==> src/rtl/flowctl_pkg.sv <==
package flowctl_pkg;
  localparam int NUM_LVL = 4;

  function automatic int unsigned idx_up(input int unsigned idx, input int unsigned top);
    return (idx >= top) ? top : idx + 1;
  endfunction

  function automatic int unsigned idx_dn(input int unsigned idx);
    return (idx == 0) ? 0 : idx - 1;
  endfunction
endpackage

==> src/rtl/fc_sync2.sv <==
module fc_sync2 #(
  parameter int STAGES = 2,
  parameter bit RST_VAL = 1'b0
) (
  input  logic clk,
  input  logic rst,
  input  logic d_i,
  output logic q_o
);
  logic [STAGES-1:0] chain_q;

  always_ff @(posedge clk) begin
    if (rst) chain_q <= {STAGES{RST_VAL}};
    else     chain_q <= {chain_q[STAGES-2:0], d_i};
  end

  assign q_o = chain_q[STAGES-1];
endmodule

==> src/rtl/fc_rts_ctrl.sv <==
module fc_rts_ctrl
  import flowctl_pkg::*;
#(
  parameter int CNT_W = 6,
  parameter int SEL_W = 2,
  parameter int LVL0  = 8,
  parameter int LVL1  = 16,
  parameter int LVL2  = 24,
  parameter int LVL3  = 28
) (
  input  logic             clk,
  input  logic             rst,
  input  logic [CNT_W-1:0] count_i,
  input  logic [SEL_W-1:0] sel_i,
  input  logic             auto_en_i,
  input  logic             manual_i,
  output logic             rts_o,
  output logic             irq_o
);
  localparam int TOP = NUM_LVL - 1;

  logic [CNT_W-1:0] lvl_tab [NUM_LVL];
  logic [CNT_W-1:0] prog_lvl, up_lvl, dn_lvl;
  logic             hold_q, hold_nx, rts_q, irq_q;

  assign lvl_tab[0] = CNT_W'(LVL0);
  assign lvl_tab[1] = CNT_W'(LVL1);
  assign lvl_tab[2] = CNT_W'(LVL2);
  assign lvl_tab[3] = CNT_W'(LVL3);

  always_comb begin
    prog_lvl = lvl_tab[sel_i];
    up_lvl   = lvl_tab[SEL_W'(idx_up(int'(sel_i), TOP))];
    dn_lvl   = lvl_tab[SEL_W'(idx_dn(int'(sel_i)))];
    hold_nx  = hold_q;
    if (!auto_en_i)              hold_nx = 1'b0;
    else if (count_i >= up_lvl)  hold_nx = 1'b1;
    else if (count_i <  dn_lvl)  hold_nx = 1'b0;
  end

  always_ff @(posedge clk) begin
    if (rst) begin
      hold_q <= 1'b0;
      rts_q  <= 1'b1;
      irq_q  <= 1'b0;
    end else begin
      hold_q <= hold_nx;
      rts_q  <= auto_en_i ? hold_nx : manual_i;
      irq_q  <= auto_en_i && (count_i >= prog_lvl);
    end
  end

  assign rts_o = rts_q;
  assign irq_o = irq_q;
endmodule

==> src/rtl/fc_cts_gate.sv <==
module fc_cts_gate #(
  parameter int SYNC_STAGES = 2
) (
  input  logic clk,
  input  logic rst,
  input  logic cts_i,
  input  logic auto_en_i,
  input  logic boundary_i,
  output logic permit_o
);
  logic cts_s, permit_q;

  fc_sync2 #(.STAGES(SYNC_STAGES), .RST_VAL(1'b0)) u_sync (
    .clk (clk),
    .rst (rst),
    .d_i (cts_i),
    .q_o (cts_s)
  );

  always_ff @(posedge clk) begin
    if (rst)             permit_q <= 1'b1;
    else if (boundary_i) permit_q <= !(auto_en_i && cts_s);
  end

  assign permit_o = permit_q;
endmodule

==> src/rtl/flowctl_top.sv <==
module flowctl_top #(
  parameter int FIFO_DEPTH  = 32,
  parameter int LVL0        = 8,
  parameter int LVL1        = 16,
  parameter int LVL2        = 24,
  parameter int LVL3        = 28,
  parameter int SYNC_STAGES = 2,
  localparam int CNT_W      = $clog2(FIFO_DEPTH + 1),
  localparam int SEL_W      = $clog2(flowctl_pkg::NUM_LVL)
) (
  input  logic             clk,
  input  logic             rst,
  input  logic [CNT_W-1:0] rx_count_i,
  input  logic [SEL_W-1:0] trig_sel_i,
  input  logic             auto_rts_en_i,
  input  logic             auto_cts_en_i,
  input  logic             rts_manual_i,
  input  logic             cts_i,
  input  logic             tx_boundary_i,
  output logic             rts_o,
  output logic             rx_thr_irq_o,
  output logic             tx_permit_o
);
  fc_rts_ctrl #(
    .CNT_W(CNT_W), .SEL_W(SEL_W),
    .LVL0(LVL0), .LVL1(LVL1), .LVL2(LVL2), .LVL3(LVL3)
  ) u_rts (
    .clk       (clk),
    .rst       (rst),
    .count_i   (rx_count_i),
    .sel_i     (trig_sel_i),
    .auto_en_i (auto_rts_en_i),
    .manual_i  (rts_manual_i),
    .rts_o     (rts_o),
    .irq_o     (rx_thr_irq_o)
  );

  fc_cts_gate #(.SYNC_STAGES(SYNC_STAGES)) u_cts (
    .clk        (clk),
    .rst        (rst),
    .cts_i      (cts_i),
    .auto_en_i  (auto_cts_en_i),
    .boundary_i (tx_boundary_i),
    .permit_o   (tx_permit_o)
  );
endmodule

==> config.mk <==
export PLATFORM = sky130hd
export DESIGN_NAME = flowctl_top
export DESIGN_NICKNAME = d
export VERILOG_FILES = /design/src/rtl/flowctl_pkg.sv /design/src/rtl/fc_sync2.sv /design/src/rtl/fc_rts_ctrl.sv /design/src/rtl/fc_cts_gate.sv /design/src/rtl/flowctl_top.sv
export SDC_FILE = /design/constraint.sdc
export NUM_CORES = 1
export LEC_CHECK = 0
export ABC_AREA = 1
export CAP_MARGIN = 20
export CORE_AREA = 8 8 45 47
export DETAILED_ROUTE_END_ITERATION = 8
export DIE_AREA = 0 0 53 55
export MAX_ROUTING_LAYER = met4
export PLACE_DENSITY_LB_ADDON = 0.1
export REMOVE_ABC_BUFFERS = 1
export SETUP_SLACK_MARGIN = 0.2
export SYNTH_ARGS = -nofsm -noshare
export SYNTH_HDL_FRONTEND = slang
export SYNTH_SLANG_ARGS = --single-unit
==> constraint.sdc <==
create_clock -name clk -period 1.5 [get_ports clk]
set_input_delay 0.225 -clock clk [delete_from_list [all_inputs] [get_ports clk]]
set_output_delay 0.225 -clock clk [all_outputs]
set_load 0.02 [all_outputs]
==> After elaboration in Yosys (flattened, before gate mapping) <==
Index checks and enable logic that the tools add are counted.
{ "word_totals": {"ff_bits": 6, "input_bits": 15, "output_inout_bits": 3, "wordCells": 36} }
{ "op_classes": {"n_addsub": 2, "magnitude_cmp": 7, "n_mux": 15, "n_bitwise": 3, "n_reduce_logical": 4} }
{ "ops": {"columns": ["cell", "count"], "rows": [
  ["$bmux 6 s2", 3],
  ["$mux 6", 6],
  ["$ge 6x6->1", 2],
  ["$ge 3x3->1 const B", 3],
  ["$not 2->3", 3],
  ["$lt 6x6->1", 1],
  ["$mux 1", 4],
  ["$mux 2", 2],
  ["$add 2x1->2 const B", 1],
  ["$ge 2x2->1 const B", 1],
  ["$logic_and 1x1->1", 2],
  ["$logic_not 2->1", 1],
  ["$sub 2x1->2 const B", 1],
  ["$logic_not 1->1", 1]
]} }

==> Longest topological paths before layout <==
Gate-level depths: netlist (run 1).
{ "logic_depth": {"depth_word": 11, "depth_mapped": 10} }

==> Hierarchy <==
A second synthesis (run 1) with hierarchy kept.
{ "unflattened": {"hier_cells": 65, "hier_area_um2": 432.9} }
{ "modules_own_cells": {"columns": ["module", "instances", "cells_each", "area_per_inst_um2", "seq_area_each_um2"], "rows": [
  ["fc_rts_ctrl", 1, 52, 334.1, 60.1],
  ["fc_sync2", 1, 6, 55.1, 40.0],
  ["fc_cts_gate", 1, 7, 43.8, 20.0]
]} }

==> Worst setup path after synthesis (run 1) <==
OpenSTA, ideal clock, no wires.
{ "synth_timing": {"path_type": "input port to flip-flop", "from": "input port trig_sel_i[1]", "to": "register u_rts.hold_q", "setup_ns": 0.115, "arrival_ns": 0.995, "path_slack_ns": 0.390, "cell_stages": 8, "cell_sequence": "inv_1 > nor2_1 > ha_1 > o21ai_1 > nand2_1 > nand2_1 > nand3_2 > and2_1"} }
{ "synth_between": {"elab_chain_len": 10, "word_cells_on_any_way": 19, "classes_between": "add/sub (2); order compare (3); mux (11); bitwise (2); reduce/logical (1)"} }
{ "synth_lines": {"columns": ["element", "line_no", "rtl"], "rows": [
  ["start, declared", "flowctl_top.sv:14", "input logic [SEL_W-1:0] trig_sel_i,"],
  ["$sub 2x1->2 or $logic_not 2->1 (tied branches)", "flowctl_pkg.sv:9", "return (idx == 0) ? 0 : idx - 1;"],
  ["$mux 2", "flowctl_pkg.sv:9", null],
  ["$not 2->3 (not written as such)", "fc_rts_ctrl.sv:34", "dn_lvl = lvl_tab[SEL_W'(idx_dn(int'(sel_i)))];"],
  ["$bmux 6 s2", "fc_rts_ctrl.sv:34", null],
  ["$mux 6 (not written as such) (2 in a row)", "fc_rts_ctrl.sv:34", null],
  ["$lt 6x6->1", "fc_rts_ctrl.sv:38", "else if (count_i < dn_lvl) hold_nx = 1'b0;"],
  ["$mux 1", "fc_rts_ctrl.sv:38", null],
  ["$mux 1 (*)", "fc_rts_ctrl.sv:37", "else if (count_i >= up_lvl) hold_nx = 1'b1;"],
  ["$mux 1 (*)", "fc_rts_ctrl.sv:36", "if (!auto_en_i) hold_nx = 1'b0;"],
  ["end signal, assigned", "fc_rts_ctrl.sv:47", "hold_q <= hold_nx;"],
  ["end, declared", "fc_rts_ctrl.sv:24", "logic hold_q, hold_nx, rts_q, irq_q;"]
]} }
Every way passes the cells marked *; elsewhere a longest branch is shown, timed or not. The select of a mux whose other input is x is not followed.
A chain may end at the register's enable or synchronous reset.

==> Final worst setup path (run 1) <==
{ "layout_timing": {"from": "input port rx_count_i[3]", "to": "register u_rts.hold_q"} }
{ "layout_between": {"elab_chain_len": 4, "word_cells_on_any_way": 5, "classes_between": "order compare (2); mux (3)"} }
{ "layout_lines": {"columns": ["element", "line_no", "rtl"], "rows": [
  ["start, declared", "flowctl_top.sv:13", "input logic [CNT_W-1:0] rx_count_i,"],
  ["$lt 6x6->1", "fc_rts_ctrl.sv:38", null],
  ["$mux 1", "fc_rts_ctrl.sv:38", null],
  ["$mux 1 (*)", "fc_rts_ctrl.sv:37", null],
  ["$mux 1 (*)", "fc_rts_ctrl.sv:36", null]
]} }
Every way passes the cells marked *; elsewhere a longest branch is shown, timed or not.

==> flow_metrics.env, run 1 <==
export IMPL_cp_end_kind="flip-flop"
export IMPL_p_int_mw=0.327
export IMPL_p_leak_nw=0.380
export IMPL_holdPathEnd="u_cts.u_sync.chain_q[1]"
export IMPL_cp_slowest_cell="ha_1"
export IMPL_nNetsFinal=110
export IMPL_syn_area_per_cell_um2=6.77
export IMPL_arrival_ns=1.29
export IMPL_cts_sinks=6
export IMPL_hold_viol=0
export IMPL_period_minus_slack_ns=1.15
export IMPL_hold_class="flip-flop to flip-flop"
export IMPL_synth_flop_cell="dfxtp_1"
export IMPL_rrSetupSlack_ns=0.83
export IMPL_core_area_mm2=0.00138
export IMPL_synth_top_area_share_pct=28.2
export IMPL_clockRootBuffer="clkbuf_4"
export IMPL_maxCapViolations=0
export IMPL_vdd_drop_max_mv=0.352
export IMPL_clockBufferDepth=2
export IMPL_p_sw_mw=0.123
export IMPL_start_util_pct=30.8
export IMPL_synthCells=63
export IMPL_post_route_util_pct=47.3
export IMPL_hold_buffers=0
export IMPL_clock_power_share_pct=34.2
export IMPL_startpoint_type="input pin"
export IMPL_r2r_end="u_rts.hold_q"
export IMPL_cp_slowest_stage_delay_ns=0.31
export IMPL_cts_tree="yes"
export IMPL_synth_edf_count=0
export IMPL_max_freq_ghz=0.873
export IMPL_finalCritPeriodShare_pct=76.4
export IMPL_grt_max_degree=7
export IMPL_track_usage_pct=7.88
export IMPL_required_ns=1.64
export IMPL_dieArea_mm2=0.00292
export IMPL_yosysMostFrequentCell="inv_1"
export IMPL_synthTopCellsByCount="inv_1 (14), nand2_1 (11), nor2_1 (11)"
export IMPL_layout_drive_gt1_share_pct=15.3
export IMPL_post_drt_wl_per_cell_um=9.27
export IMPL_rsz0062_at_grt="false"
export IMPL_fin_total_pwr_mw=0.449
export IMPL_route_detailed_drc=0
export IMPL_comb_power_share_pct=27.6
export IMPL_cts_clk_slew_worst_paths_ns=0.05
export IMPL_worst_setup_path_startpoint="rx_count_i[3]"
export IMPL_hold_path_depth=2
export IMPL_synth_cell_types=15
export IMPL_swShare_pct=27.3
export IMPL_drtIter0Drc=9
export IMPL_p_per_area_mw_per_mm2=687
export IMPL_antenna_cells=0
export IMPL_path_max_fanout=3
export IMPL_synth_largest_area_cell="dfxtp_1"
export IMPL_clock_skew_ns=0.0000545
export IMPL_die_h_um=55
export IMPL_async_reset_ff_share_pct=0
export IMPL_htreeDepth=1
export IMPL_seq_area_frac_synth_pct=28.2
export IMPL_drtAntennaViolNets=0
export IMPL_std_cell_rows=14
export IMPL_io_buffer_count=17
export IMPL_firstDrtPassIters=4
export IMPL_grt_pass1_wl_um=1680
export IMPL_seq_power_share_pct=38.2
export IMPL_numCtsBuffers=3
export IMPL_rr_worst_depth=3
export IMPL_drv_slew=0
export IMPL_die_w_um=53
export IMPL_min_from="u_cts.u_sync.chain_q[0]"
export IMPL_grt_pass1_vias=423
export IMPL_gp_congestion=0.754
export IMPL_path_cells="dlygate4sd2_1 -> ha_1 -> nand2_1 -> inv_1 -> nand2_1 -> nand2_1 -> nand2_1 -> nand3_2 -> and2_4"
export IMPL_dp_hpwl_um=757
export IMPL_antenna_found_initial=0
export IMPL_vias_per_cell=4.18
export IMPL_worst_setup_path_type="input pin to flip-flop"
export IMPL_synth_area_um2=427
export IMPL_grt_overflow=0
export IMPL_via_count=422
export IMPL_area_delta_synth_final_pct=53.4
export IMPL_yosysWarnings=0
export IMPL_ys_ff_latch=6
export IMPL_yosys_top_cells_area="dfxtp_1 (28%), ha_1 (23%), inv_1 (12%)"
export IMPL_clock_latency_ns=0.25
export IMPL_wl_um=936
export IMPL_timing_rr_start="u_rts.hold_q"
export IMPL_ioPinCount=18
export IMPL_crit_top_cell="nand2_1"
export IMPL_status="finished, final reports clean"
export IMPL_setup_viol=0
## sequential cells by signal (all words and copies together), names as in the netlist
signal	cells
u_cts.permit_o	1
u_cts.u_sync.chain_q	2
u_rts.hold_q	1
u_rts.irq_o	1
u_rts.rts_o	1
## cell usage in the layout (no fill, tap or decap), types with 2 or more instances in the layout
master / synthesis / final
clkbuf_2: 0 / 2
dlymetal6s2s_1: 0 / 2
dfxtp_1: 6 / 6
nand2_1: 11 / 11
buf_4: 0 / 3
inv_1: 14 / 13
a21oi_1: 3 / 2
ha_1: 8 / 8
dlygate4sd2_1: 0 / 4
clkdlybuf4s50_1: 0 / 9
o21ai_0: 2 / 2
nor2_1: 11 / 11
clkbuf_4: 0 / 3
## repair_timing
item                                    CTS  global route
endpoints found under the setup margin    6             3
cloned                                    0             0
gates resized for setup                   6             9
buffers inserted                          0             0
endpoints found under the hold margin     0             0
pin swaps                                 0             3
## worst max-delay path by stage
stage | endpoint | slack, ns | cells after the start
finish | u_rts.hold_q | 0.35 | 9
global route | u_rts.hold_q | 0.25 | 9
CTS | u_rts.hold_q | 0.18 | 10
detailed placement | u_rts.hold_q | -0.30 | 9
global placement | u_rts.hold_q | -0.25 | 9
floorplan | u_rts.hold_q | 0.39 | 8
## routing by layer
layer | share of wire (%) | vias up | GRT usage (%)
met5 | 0 | - | -
met4 | 0 | 0 | 3.88
met3 | 7.8 | 0 | 4.81
met2 | 43 | 12 | 10.7
met1 | 49 | 174 | 8.80
li1 | - | 236 | -
## cell families (layout without fill, tap and decap cells)
group | count (synthesis) | in the layout | synth area share [%]
AOI/OAI and AO/OA | 6 | 6 | 7.04
adders and majority gates | 8 | 8 | 23.5
buffers and inverters | 15 | 37 | 13.2
DFF | 6 | 6 | 28.2
other | 1 | 1 | 0.879
and+or+nand+nor | 27 | 27 | 27.3
## layout make-up
class / instances / area, µm²
Clock buffer: 3 / 22.5
Fill cell: 157 / 729
Inverter: 14 / 52.6
Multi-Input combinational cell: 42 / 256
Sequential cell: 6 / 120
Tap cell: 16 / 20.0
Timing Repair Buffer: 20 / 183
## power by group through the flow
stage	clock [mW]	combinational (mW)	sequential, mW
detailed placement	0	0.128	0.175
finish	0.154	0.124	0.171
CTS	0.162	0.123	0.171
floorplan	0	0.0522	0.181
global route	0.170	0.143	0.172
global placement	0	0.127	0.175
## stage by stage
stage          setup TNS [ns]  hold slack, ns  area [µm²]  setup WS [ns]  instances
5_1_grt                     0           0.424         654          0.249        101
3_5_place_dp           -0.748           0.398         636         -0.298         98
3_3_place_gp           -0.654           0.402         636         -0.248         98
6_report                    0           0.403         654          0.354        101
2_1_floorplan               0           0.296         423          0.390         62
4_1_cts                     0           0.406         651          0.177        101
## critical path, delay by kind of cell
kind | cells | cell delay (ns)
buffers and inverters | 2 | 0.30
adder cells (fa/ha/maj) | 1 | 0.31
AND/OR/NAND/NOR | 6 | 0.45
Note: power is estimated with default switching activity, not from simulation.
==> run 2, diff against run 1 <==
- clock period: 1.5 -> 1 ns (I/O delays scaled with it)
==> flow_metrics.env, run 2 (synthesis results as in run 1) <==
export IMPL_drtIter0Drc=5
export IMPL_post_cts_buffers=0
export IMPL_wl_um=951
export IMPL_cp_end_kind="flip-flop"
export IMPL_fin_ws_ns=0.0779
export IMPL_layout_commonest_cell="inv_1"
export IMPL_grt_max_degree=7
export IMPL_path_max_fanout=6
export IMPL_die_h_um=55
export IMPL_grt_pass1_wl_um=1640
export IMPL_via_count=450
export IMPL_hold_buffers=0
export IMPL_cts_tree="yes"
export IMPL_antenna_cells=0
export IMPL_clock_latency_ns=0.24
export IMPL_area_delta_synth_final_pct=84.8
export IMPL_clock_skew_ns=0.00519
export IMPL_htreeDepth=1
export IMPL_vias_per_cell=4.33
export IMPL_antenna_found_initial=0
export IMPL_std_cell_rows=14
export IMPL_setup_viol=0
export IMPL_max_freq_ghz=1.08
export IMPL_rsz0062_at_grt="true"
export IMPL_placed_cell_area_um2=658
export IMPL_numCtsBuffers=3
export IMPL_status="finished, final reports clean"
export IMPL_fin_total_pwr_mw=0.735
export IMPL_hold_viol=0
export IMPL_core_area_mm2=0.00138
export IMPL_period_minus_slack_ns=0.922
export IMPL_p_leak_nw=0.393
export IMPL_drv_slew=0
export IMPL_drtAntennaViolNets=0
export IMPL_regMostFlops="u_cts.u_sync.chain_q"
export IMPL_layout_drive_gt1_share_pct=43.2
export IMPL_worst_setup_path_type="input pin to flip-flop"
export IMPL_clockBufferDepth=2
export IMPL_start_util_pct=30.8
export IMPL_gp_congestion=0.734
export IMPL_clockRootBuffer="clkbuf_4"
export IMPL_dieArea_mm2=0.00292
export IMPL_firstDrtPassIters=4
export IMPL_grt_overflow=0
export IMPL_arrival_ns=1.06
export IMPL_die_w_um=53
export IMPL_post_drt_wl_per_cell_um=9.14
export IMPL_design_area_um2=788
export IMPL_route_detailed_drc=0
export IMPL_cts_sinks=6
export IMPL_layout_common_cells="inv_1 (11), nor2_1 (8), nand2_1 (8), clkdlybuf4s50_1 (7), buf_4 (5)"
export IMPL_cts_clk_slew_worst_paths_ns=0.05
export IMPL_maxCapViolations=0
export IMPL_ioPinCount=18
export IMPL_p_per_area_mw_per_mm2=932
export IMPL_hold_class="input pin to flip-flop"
export IMPL_io_buffer_count=17
export IMPL_dp_hpwl_um=764
export IMPL_required_ns=1.14
export IMPL_grt_pass1_vias=418
export IMPL_nNetsFinal=113
export IMPL_post_place_ws_ns=-0.724
export IMPL_finalCritPeriodShare_pct=92.2
export IMPL_track_usage_pct=7.71
export IMPL_vdd_drop_max_mv=0.739
export IMPL_startpoint_type="input pin"
export IMPL_largest_reg_flops=2
run 2: cell types whose count changed in the layout (fill, tap and decap cells not counted), sizes merged:
cell	previous run	this run
dlygate4sd2	4	2
buf	3	12
clkdlybuf4s50	9	7
dlymetal6s2s	2	0
run 2: metrics by stage:
stage / cells / utilization (%) / TNS, ns / hold slack [ns]
after floorplan: 62 / - / -0.0352 / 0.221
after global placement: 101 / 47.6 / -2.08 / 0.400
after detailed placement: 101 / 47.6 / -2.16 / 0.400
after CTS: 104 / 53.5 / 0 / 0.408
after global routing: 104 / 57.0 / 0 / 0.425
final: 104 / 57.0 / 0 / 0.382
run 2: final timing paths:
kind,startpoint,end,slack (ns),cells past startpoint
setup / recovery,trig_sel_i[1],u_rts.hold_q,0.08,8
hold / removal,rx_count_i[4],u_rts.irq_o,0.38,6
setup reg to reg,u_rts.hold_q,u_rts.hold_q,0.30,3
hold reg to reg,u_cts.u_sync.chain_q[0],u_cts.u_sync.chain_q[1],0.41,2
run 2: metal layers:
layer  track usage (%)  vias up  routed length, µm
met3              4.81        0                 83
li1                  -      241                  -
met1              8.95      195                407
met4              2.59        0                  0
met5                 -        -                  0
met2              10.5       14                460
run 2: timing repair:
action / CTS / global route
cloned: 0 / 0
pin swaps: 15 / 16
gates resized for setup: 53 / 19
endpoints found under the setup margin: 6 / 7
run 2: power breakdown:
| part | switching, mW | internal (mW) | total (mW) |
|---|---|---|---|
| Clock | 0.0858 | 0.136 | 0.221 |
| Combinational | 0.112 | 0.141 | 0.252 |
| Sequential | 0.00509 | 0.256 | 0.261 |
| Total | 0.202 | 0.532 | 0.735 |
run 2: cell type report:
class	instances	area (µm²)
Sequential cell	6	124
Inverter	14	60.1
Timing Repair Buffer	23	225
Multi-Input combinational cell	42	337
Tap cell	16	20.0
Clock buffer	3	22.5
Fill cell	142	596
run 2: worst max-delay path: stages:
cell,delay (ns)
buf_12,0.12
nor2_4,0.11
ha_4,0.21
a21oi_2,0.13
nand2_2,0.06
nand2_1,0.06
nand3_2,0.06
and2_1,0.15
